### config.mk
export PLATFORM = sky130hd
export DESIGN_NAME = panel_init_seq
export DESIGN_NICKNAME = d
export VERILOG_FILES = /design/src/rtl/panel_init_pkg.sv /design/src/rtl/pinit_ms_timer.sv /design/src/rtl/pinit_script.sv /design/src/rtl/panel_init_seq.sv
export SDC_FILE = /design/constraint.sdc
export NUM_CORES = 1
export LEC_CHECK = 0
export BUFFER_PORTS_ARGS = -buffer_cell sky130_fd_sc_hd__clkbuf_2
export CAP_MARGIN = 40
export CORE_MARGIN = 1
export CORE_UTILIZATION = 35
export DETAILED_ROUTE_END_ITERATION = 7
export PLACE_DENSITY = 0.59
export SKIP_CTS_REPAIR_TIMING = 1
export SLEW_MARGIN = 20
export SYNTH_ARGS = -nofsm -noshare
export SYNTH_HDL_FRONTEND = slang
export SYNTH_HIERARCHICAL = 1
export SYNTH_SLANG_ARGS = --single-unit
### constraint.sdc
create_clock -name clk -period 3.7 [get_ports clk]
set_input_delay 0.74 -clock clk [delete_from_list [all_inputs] [get_ports clk]]
set_output_delay 0.74 -clock clk [all_outputs]
set_load 0.01 [all_outputs]
### src/rtl/panel_init_pkg.sv
// Shared types for the panel power-up sequencer.
// Assumes: script fits in 64 steps; wait values are whole milliseconds.
package panel_init_pkg;

    typedef enum logic [2:0] {
        K_CMD   = 3'd0,   // command byte, dc low
        K_PAR   = 3'd1,   // parameter byte, dc high
        K_WAIT  = 3'd2,   // delay, val = milliseconds
        K_RST   = 3'd3,   // panel reset low, val = milliseconds
        K_FLUSH = 3'd4,   // hand off to the window-update stage
        K_END   = 3'd5    // script finished
    } step_kind_t;

    typedef struct packed {
        step_kind_t kind;
        logic [7:0] val;
    } step_t;

    localparam int N_STEPS = 45;
    localparam int IDX_W   = $clog2(N_STEPS);

    function automatic step_t mk(step_kind_t k, logic [7:0] v);
        step_t s;
        s.kind = k;
        s.val  = v;
        return s;
    endfunction

    // Address-mode parameter for each rotation: row mirror is bit 7, column mirror bit 6
    function automatic logic [7:0] rot_param(logic [1:0] r);
        case (r)
            2'd1:    return 8'h80;
            2'd2:    return 8'hC0;
            2'd3:    return 8'h40;
            default: return 8'h00;
        endcase
    endfunction

endpackage

### src/rtl/pinit_ms_timer.sv
// Millisecond delay timer.
// What: on start, counts ms x CLKS_PER_MS clocks and then pulses done for one cycle.
// Assumes: start is not raised while busy; ms = 0 gives done on the next cycle.
module pinit_ms_timer #(
    parameter int CLKS_PER_MS = 50000,
    parameter int MS_W        = 8
) (
    input  logic            clk,
    input  logic            rst_n,
    input  logic            start,
    input  logic [MS_W-1:0] ms,
    output logic            busy,
    output logic            done
);
    localparam int PW = $clog2(CLKS_PER_MS + 1);
    localparam logic [PW-1:0] PRE_TOP = PW'(CLKS_PER_MS - 1);

    logic [PW-1:0]   pre;
    logic [MS_W-1:0] ms_left;

    // Prescale clocks into milliseconds and count the milliseconds down
    always_ff @(posedge clk) begin
        if (!rst_n) begin
            busy    <= 1'b0;
            done    <= 1'b0;
            pre     <= '0;
            ms_left <= '0;
        end else begin
            done <= 1'b0;
            if (start) begin
                if (ms == '0) begin
                    done <= 1'b1;
                end else begin
                    busy    <= 1'b1;
                    ms_left <= ms;
                    pre     <= PRE_TOP;
                end
            end else if (busy) begin
                if (pre == '0) begin
                    pre <= PRE_TOP;
                    if (ms_left == MS_W'(1)) begin
                        busy <= 1'b0;
                        done <= 1'b1;
                    end else begin
                        ms_left <= ms_left - 1'b1;
                    end
                end else begin
                    pre <= pre - 1'b1;
                end
            end
        end
    end


    tmr_pulse_chk: assert property (@(posedge clk) disable iff (!rst_n)
        done |=> !done);

endmodule

### src/rtl/pinit_script.sv
// Init script store.
// What: maps a step index to a step (kind and byte or ms value); the rotation input picks the address-mode parameter.
// Assumes: indices past the last step read as K_END.
module pinit_script
    import panel_init_pkg::*;
#(
    parameter int RESET_MS   = 10,
    parameter int RECOVER_MS = 120
) (
    input  logic [IDX_W-1:0] idx,
    input  logic [1:0]       rot,
    output step_t            step
);
    // Decode the step at idx
    always_comb begin
        case (idx)
            6'd0:  step = mk(K_RST,  8'(RESET_MS));
            6'd1:  step = mk(K_WAIT, 8'(RECOVER_MS));
            6'd2:  step = mk(K_CMD,  8'hD7);
            6'd3:  step = mk(K_PAR,  8'h9F);
            6'd4:  step = mk(K_CMD,  8'hE0);
            6'd5:  step = mk(K_PAR,  8'h00);
            6'd6:  step = mk(K_WAIT, 8'd10);
            6'd7:  step = mk(K_CMD,  8'hE3);
            6'd8:  step = mk(K_WAIT, 8'd20);
            6'd9:  step = mk(K_CMD,  8'hE1);
            6'd10: step = mk(K_CMD,  8'h11);
            6'd11: step = mk(K_CMD,  8'h28);
            6'd12: step = mk(K_WAIT, 8'd50);
            6'd13: step = mk(K_CMD,  8'hC7);
            6'd14: step = mk(K_PAR,  8'h00);
            6'd15: step = mk(K_CMD,  8'hC0);
            6'd16: step = mk(K_PAR,  8'hE3);
            6'd17: step = mk(K_PAR,  8'h00);
            6'd18: step = mk(K_CMD,  8'hC3);
            6'd19: step = mk(K_PAR,  8'h02);
            6'd20: step = mk(K_CMD,  8'hC4);
            6'd21: step = mk(K_PAR,  8'h04);
            6'd22: step = mk(K_CMD,  8'hD0);
            6'd23: step = mk(K_PAR,  8'h1D);
            6'd24: step = mk(K_CMD,  8'hB5);
            6'd25: step = mk(K_PAR,  8'h00);
            6'd26: step = mk(K_CMD,  8'h38);
            6'd27: step = mk(K_CMD,  8'h3A);
            6'd28: step = mk(K_PAR,  8'h02);
            6'd29: step = mk(K_CMD,  8'h36);
            6'd30: step = mk(K_PAR,  rot_param(rot));
            6'd31: step = mk(K_CMD,  8'hB0);
            6'd32: step = mk(K_PAR,  8'h7F);
            6'd33: step = mk(K_CMD,  8'hB4);
            6'd34: step = mk(K_PAR,  8'hA0);
            6'd35: step = mk(K_CMD,  8'h30);
            6'd36: step = mk(K_PAR,  8'h00);
            6'd37: step = mk(K_PAR,  8'h00);
            6'd38: step = mk(K_PAR,  8'h00);
            6'd39: step = mk(K_PAR,  8'h77);
            6'd40: step = mk(K_CMD,  8'h20);
            6'd41: step = mk(K_WAIT, 8'd100);
            6'd42: step = mk(K_FLUSH, 8'h00);
            6'd43: step = mk(K_CMD,  8'h29);
            default: step = mk(K_END, 8'h00);
        endcase
    end

endmodule

### src/rtl/panel_init_seq.sv
// Panel power-up command sequencer (top).
// What: walks the init script. It pulses the panel reset, offers each byte on a valid/ready port, runs the timed waits, and pauses for a frame flush before display-on.
// Assumes: the downstream shifter honours valid/ready; flush_done is a pulse or level seen only while flush_req is high.
module panel_init_seq
    import panel_init_pkg::*;
#(
    parameter int CLKS_PER_MS = 50000,
    parameter int RESET_MS    = 10,
    parameter int RECOVER_MS  = 120
) (
    input  logic       clk,
    input  logic       rst_n,
    input  logic [1:0] rot,
    output logic [7:0] out_byte,
    output logic       out_dc,
    output logic       out_valid,
    input  logic       out_ready,
    output logic       panel_rst_n,
    output logic       flush_req,
    input  logic       flush_done,
    output logic       init_done
);
    localparam int MS_W = 8;

    logic [IDX_W-1:0] idx;
    step_t            cur;
    logic             armed;
    logic             tmr_start;
    logic             tmr_busy;
    logic             tmr_done;
    logic             timed_step;

    pinit_script #(
        .RESET_MS   (RESET_MS),
        .RECOVER_MS (RECOVER_MS)
    ) i_script (
        .idx  (idx),
        .rot  (rot),
        .step (cur)
    );

    pinit_ms_timer #(
        .CLKS_PER_MS (CLKS_PER_MS),
        .MS_W        (MS_W)
    ) i_timer (
        .clk   (clk),
        .rst_n (rst_n),
        .start (tmr_start),
        .ms    (cur.val),
        .busy  (tmr_busy),
        .done  (tmr_done)
    );

    // Start the timer once on entry to a timed step
    always_comb begin
        timed_step = (cur.kind == K_WAIT) || (cur.kind == K_RST);
        tmr_start  = timed_step && !armed;
    end

    // Step through the script and drive the byte port, panel reset and flush handshake
    always_ff @(posedge clk) begin
        if (!rst_n) begin
            idx         <= '0;
            armed       <= 1'b0;
            out_valid   <= 1'b0;
            out_byte    <= 8'h00;
            out_dc      <= 1'b0;
            flush_req   <= 1'b0;
            init_done   <= 1'b0;
            panel_rst_n <= 1'b0;
        end else begin
            case (cur.kind)
                K_CMD, K_PAR: begin
                    if (!out_valid) begin
                        out_valid <= 1'b1;
                        out_byte  <= cur.val;
                        out_dc    <= (cur.kind == K_PAR);
                    end else if (out_ready) begin
                        out_valid <= 1'b0;
                        idx       <= idx + 1'b1;
                    end
                end
                K_WAIT, K_RST: begin
                    if (!armed) begin
                        armed <= 1'b1;
                        if (cur.kind == K_RST) panel_rst_n <= 1'b0;
                    end else if (tmr_done) begin
                        armed <= 1'b0;
                        idx   <= idx + 1'b1;
                        if (cur.kind == K_RST) panel_rst_n <= 1'b1;
                    end
                end
                K_FLUSH: begin
                    if (!flush_req) begin
                        flush_req <= 1'b1;
                    end else if (flush_done) begin
                        flush_req <= 1'b0;
                        idx       <= idx + 1'b1;
                    end
                end
                default: begin
                    init_done <= 1'b1;
                end
            endcase
        end
    end


    hold_stable_chk: assert property (@(posedge clk) disable iff (!rst_n)
        out_valid && !out_ready |=> out_valid && $stable(out_byte) && $stable(out_dc));


    flush_hold_chk: assert property (@(posedge clk) disable iff (!rst_n)
        flush_req && !flush_done |=> flush_req);


    no_byte_flush_chk: assert property (@(posedge clk) disable iff (!rst_n)
        flush_req |-> !out_valid);


    done_sticky_chk: assert property (@(posedge clk) disable iff (!rst_n)
        init_done |=> init_done && !out_valid);


    quiet_in_reset_chk: assert property (@(posedge clk) disable iff (!rst_n)
        !panel_rst_n |-> !out_valid);


    tmr_idle_start_chk: assert property (@(posedge clk) disable iff (!rst_n)
        tmr_start |-> !tmr_busy);

endmodule

* Word-level counts from Yosys, hierarchy flattened
Cells that the tools add are included.
** Word-level totals
- Word-level logic and storage cells :: 136
- Bits in latches :: 0
- Register bits after elaboration :: 46
- Memories :: 0
- ROM bits :: 0
- Bits of input ports :: 6
- Bits in writable memories :: 0
** Operators by class
- Mux-type cells :: 38
- Equality and inequality tests :: 61
- Divide/modulo/power cells :: 0
- Shift-type cells :: 0
- Reduce and logical (&&, ||, !) cells :: 21
- Multipliers :: 0
- Bitwise logic cells :: 1
- Add/sub/neg operators :: 3
- $lt $le $gt $ge :: 0
** Operator list (number)
- $pmux 11 s37 :: 1
- $eq 6x5->1 const B :: 16
- $eq 6x6->1 const B :: 12
- $mux 16 :: 4
- $eq 6x4->1 const B :: 8
- $mux 8 :: 5
- $mux 6 :: 6
- $eq 6x3->1 const B :: 4
- $pmux 8 s3 :: 1
- $mux 1 :: 20
- $pmux 6 s3 :: 1
- $logic_not 16->1 :: 1
- $sub 16x1->16 const B :: 1
- $ne 2x2->1 const B :: 7
- $eq 6x2->1 const B :: 2
- $eq 8x1->1 const B :: 1
- $logic_not 8->1 :: 1
- $reduce_and 4->1 :: 2
- $sub 8x1->8 const B :: 1
- $reduce_and 7->1 :: 1
- $reduce_or 7->1 :: 1
- $add 6x1->6 const B :: 1
- $eq 3x2->1 const B :: 2
- $eq 6x1->1 const B :: 1
- other kinds (16) :: 24

* Depth between registers and ports, before layout
- Depth in word-level cells :: 8
- Depth in mapped cells :: 16
- Mapped depth without buffers :: 11

* By module
Netlist, hierarchy kept.
** By module, submodules not included
- pinit_ms_timer :: seq. area each 520.5 um^2, times used 1, area each 1647.8 um^2, cells an instance 190
- panel_init_seq :: seq. area each 400.4 um^2, times used 1, area each 874.6 um^2, cells an instance 97
- pinit_script :: seq. area each 0.0 um^2, times used 1, area each 845.8 um^2, cells an instance 132

* Worst setup path after synthesis
Ideal clock, no wire load.
- Path type :: reg-to-reg
- Start point :: reg idx[2]
- End point :: reg i_timer.ms_left[4]
- Setup time :: 0.128 ns
- Clock period less this slack :: 2.886 ns
- Path slack :: 0.814 ns
- Cell stages (with the launch flop) :: 17
- Data required time :: 3.572 ns
- Data arrival time :: 2.758 ns
- Cells stage by stage :: dfxtp_1 buf_4 buf_4 nand3b_1 a21oi_1 o21ai_1 o41ai_1 buf_6 nor2b_1 nor2b_1 buf_2 nor2_1 nand4b_1 o211ai_4 buf_6 o211ai_2 o31ai_2
** RTL lines
- start: declaration :: RTL line panel_init_seq.sv:25 : logic [IDX_W-1:0] idx;
- start signal: assignment :: RTL line panel_init_seq.sv:80 : idx <= idx + 1'b1;
- start signal: assignment :: RTL line panel_init_seq.sv:89 : idx <= idx + 1'b1;
- start signal: assignment :: RTL line panel_init_seq.sv:98 : idx <= idx + 1'b1;
- end signal: assignment :: RTL line pinit_ms_timer.sv:35 : ms_left <= ms;
- end signal: assignment :: RTL line pinit_ms_timer.sv:45 : ms_left <= ms_left - 1'b1;
- end: declaration :: RTL line pinit_ms_timer.sv:19 : logic [MS_W-1:0] ms_left;

==> impl_metrics.toml <==
[outcome]
status = "finished, final reports clean"

[clock_network]
insertion_delay_ps = 300
cts.sinks = 46
cts_buffer_depth = 2
numCtsBuffers = 5
clock-root-buffer = "clkbuf_8"
path_clk_slew_ps = 90
h-tree-depth = 2
cts_tree = "built"

[timing]
finalMaxSlewViolations = 0
max_freq_mhz = 301
fin_ws_ps = 382
finalSetupViolCount = 0
period_share_pct = 89.7
tightest_slew_ps = 745
finalSetupTns_ps = 0
rsz0062_at_grt = "no"
fin_worst_skew_ps = 9.54
slew_headroom_pct = 50.3
period_minus_slack_ps = 3320
final-hold-violation-count = 0

[final_layout]
n_antenna_cell = 0
final_nets = 445
drive_gt1_share_pct = 17.6
finish.utilization_pct = 39.9
design_area_mm2 = 0.00371
synthToLayoutAreaGrowth_pct = 10.1
fill_cells = 991

[pwr]
irDropWorstVdd_mv = 0.192
switching_share_pct = 29.1
powerDensity_mw_per_mm2 = 303
p_int_uw = 796
p_seq_share_pct = 48.9
clkPwrFrac_pct = 33.5
switching_power_uw = 327
combPwrFrac_pct = 17.7
leakage_nw = 1.30

[yosys]
synth_edf_count = 0
yosysMostFrequentCell = "dfxtp_1"
synth_area_leaders = "dfxtp_1 (27%), a21oi_1 (6.2%), nand2_1 (4.8%), nor2_1 (3.9%), ha_1 (3.0%)"
synth_common_cells = "dfxtp_1 (46), nand2_1 (43), a21oi_1 (42)"
avgSynthCellArea_um2 = 8.04
synthDistinctLibCells = 79
syn-cell-area_mm2 = 0.00337
synth_ff_type = "dfxtp_1"
synth_warnings = 6
ys_ff_latch = 46
synth_top_area_share_pct = 27.3
ys_seq_area_share_pct = 27.3
syn_nets = 433
synth_cells = 419
yosys.area.top_type = "dfxtp_1"
synthArstFlopShare_pct = 0

[floorplanning]
fp.dieW_um = 100
ios = 19
die-area_mm2 = 0.0100
rows = 35
start_util_pct = 36.3
core_mm2 = 0.00928
die_h_um = 100

[critical_path]
crit_arrival_ps = 3530
crit_family = "simple AND/OR/NAND/NOR gates"
worst_r2r_endpoint = "i_timer/pre[5]"
slowest_delay_ps = 790
crit_slowest_cell = "dfxtp_1"
end_kind = "flop"
reg2reg_slack_ps = 380
startpoint = "idx[1]"
path_class = "flop to flop"
cp_data_required_time_ps = 3920
start_kind = "flop"
crit_end = "i_timer/pre[5]"
critPathBufInv = 0
r2r_cells = 11
critical_path.max_fanout = 22
worst-path-stages = 11
r2r_start = "idx[1]"
path_cells = "nand3b_1, a21oi_1, o21ai_1, o41ai_1, nor2b_1, nor2b_2, nor2_1, a31oi_4, nand3_2, or3_1, a31oi_1"

[placement]
port_buffers = 18
placed_cell_area_mm2 = 0.00360
place_ws_ps = 437
dp_hpwl_um = 6450
gp_congestion = 0.931

[grt]
gr-total-overflow = 0
grt_pass1_wl_um = 15100
grt_max_degree = 28
grt_pass1_vias = 3094
grt_usage_pct = 19.0
antenna_found_initial = 0

[drt]
top_layer_used = "met4"
drt-total-wl_um = 8970
route.detailed.drc = 0
vias = 3246
drtAntennaViolNets = 0
drt-initial-drc-count = 249
avgRoutedWirePerCell_um = 16.0
dr_wl_met2_um = 4260
routed-wl-met3_um = 403
wl_met1_um = 4090
via_per_inst = 5.79
dr.pass1.iters = 4

[hold_path]
hp-class = "flop to flop"

[job]
maxCapViolations = 0
[cell usage in the layout, fill, tap and decap left out, drive strengths merged, types with 13 or more instances in the layout]
master | synthesis | layout
dfxtp | 46 | 46
nand2 | 43 | 43
a21oi | 43 | 43
nor2 | 37 | 37
clkbuf | 7 | 24
buf | 23 | 17
o21ai | 17 | 17
inv | 15 | 15
nor3 | 14 | 14
nand2b | 13 | 13
nand3 | 13 | 13
o211ai | 13 | 13
[power by group through the flow]
stage | logic (mW) | registers, mW | clock network (mW)
6_report | 0.198 | 0.549 | 0.376
4_1_cts | 0.196 | 0.548 | 0.388
5_1_grt | 0.221 | 0.552 | 0.411
3_5_place_dp | 0.194 | 0.559 | 0
3_3_place_gp | 0.192 | 0.560 | 0
2_1_floorplan | 0.154 | 0.552 | 0
[worst register-to-register path, cell delays in order, from the launching register on]
cell      delay, ps
dfxtp_1         790
nand3b_1        220
a21oi_1         170
o21ai_1          70
o41ai_1         100
nor2b_1         260
nor2b_2         380
nor2_1          140
a31oi_4         340
nand3_2         210
or3_1           380
a31oi_1         170
[metal layers]
metal,track usage [%],vias to the layer above
met4,7.80,0
met3,3.20,20
li1,-,1596
met5,0,-
met1,24.4,1523
met2,31.5,107
[layout make-up]
cell class | instances | area, um^2 | area share (%)
Clock inverter | 2 | 37.5 | 1.01
Tap cell | 129 | 161 | 4.35
Multi-Input combinational cell | 327 | 2210 | 59.7
Inverter | 16 | 60.1 | 1.62
Sequential cell | 46 | 921 | 24.8
Clock buffer | 6 | 72.6 | 1.96
Timing Repair Buffer | 35 | 243 | 6.55
[per-stage QoR]
step	total power, mW	hold slack (ps)	std cells
finish	1.12	455	561
global route	1.18	502	561
CTS	1.13	461	561
detailed placement	0.753	449	553
global placement	0.752	435	553
floorplan	0.706	463	419
[state kept, by name, summed over array words and instances, names as in the netlist]
signal           cells
out_valid            1
idx                  6
out_dc               1
panel_rst_n          1
init_done            1
i_timer/busy         1
i_timer/done         1
armed                1
i_timer/pre         16
out_byte             8
flush_req            1
i_timer/ms_left      8
[cells by family (layout without fill, tap and decap cells)]
group,Yosys count,count (layout),share of synthesized area [%]
xor gates and xnor gates,2,2,0.520
muxes,5,5,1.49
AOI/OAI and AO/OA,139,139,30.8
and+or+nand+nor,173,173,29.8
DFF,46,46,27.3
buffers and inverters,46,59,7.06
adders and majority gates,8,8,2.97
[worst min-delay path by stage]
stage	startpoint	end	slack, ps	cells past startpoint
finish	init_done	init_done	450	2
global route	out_byte[7]	out_byte[7]	500	2
CTS	init_done	init_done	460	2
detailed placement	init_done	init_done	450	2
global placement	init_done	init_done	430	2
floorplan	i_timer/pre[7]	i_timer/pre[7]	460	2
Note: power is estimated with default switching activity, not from simulation.
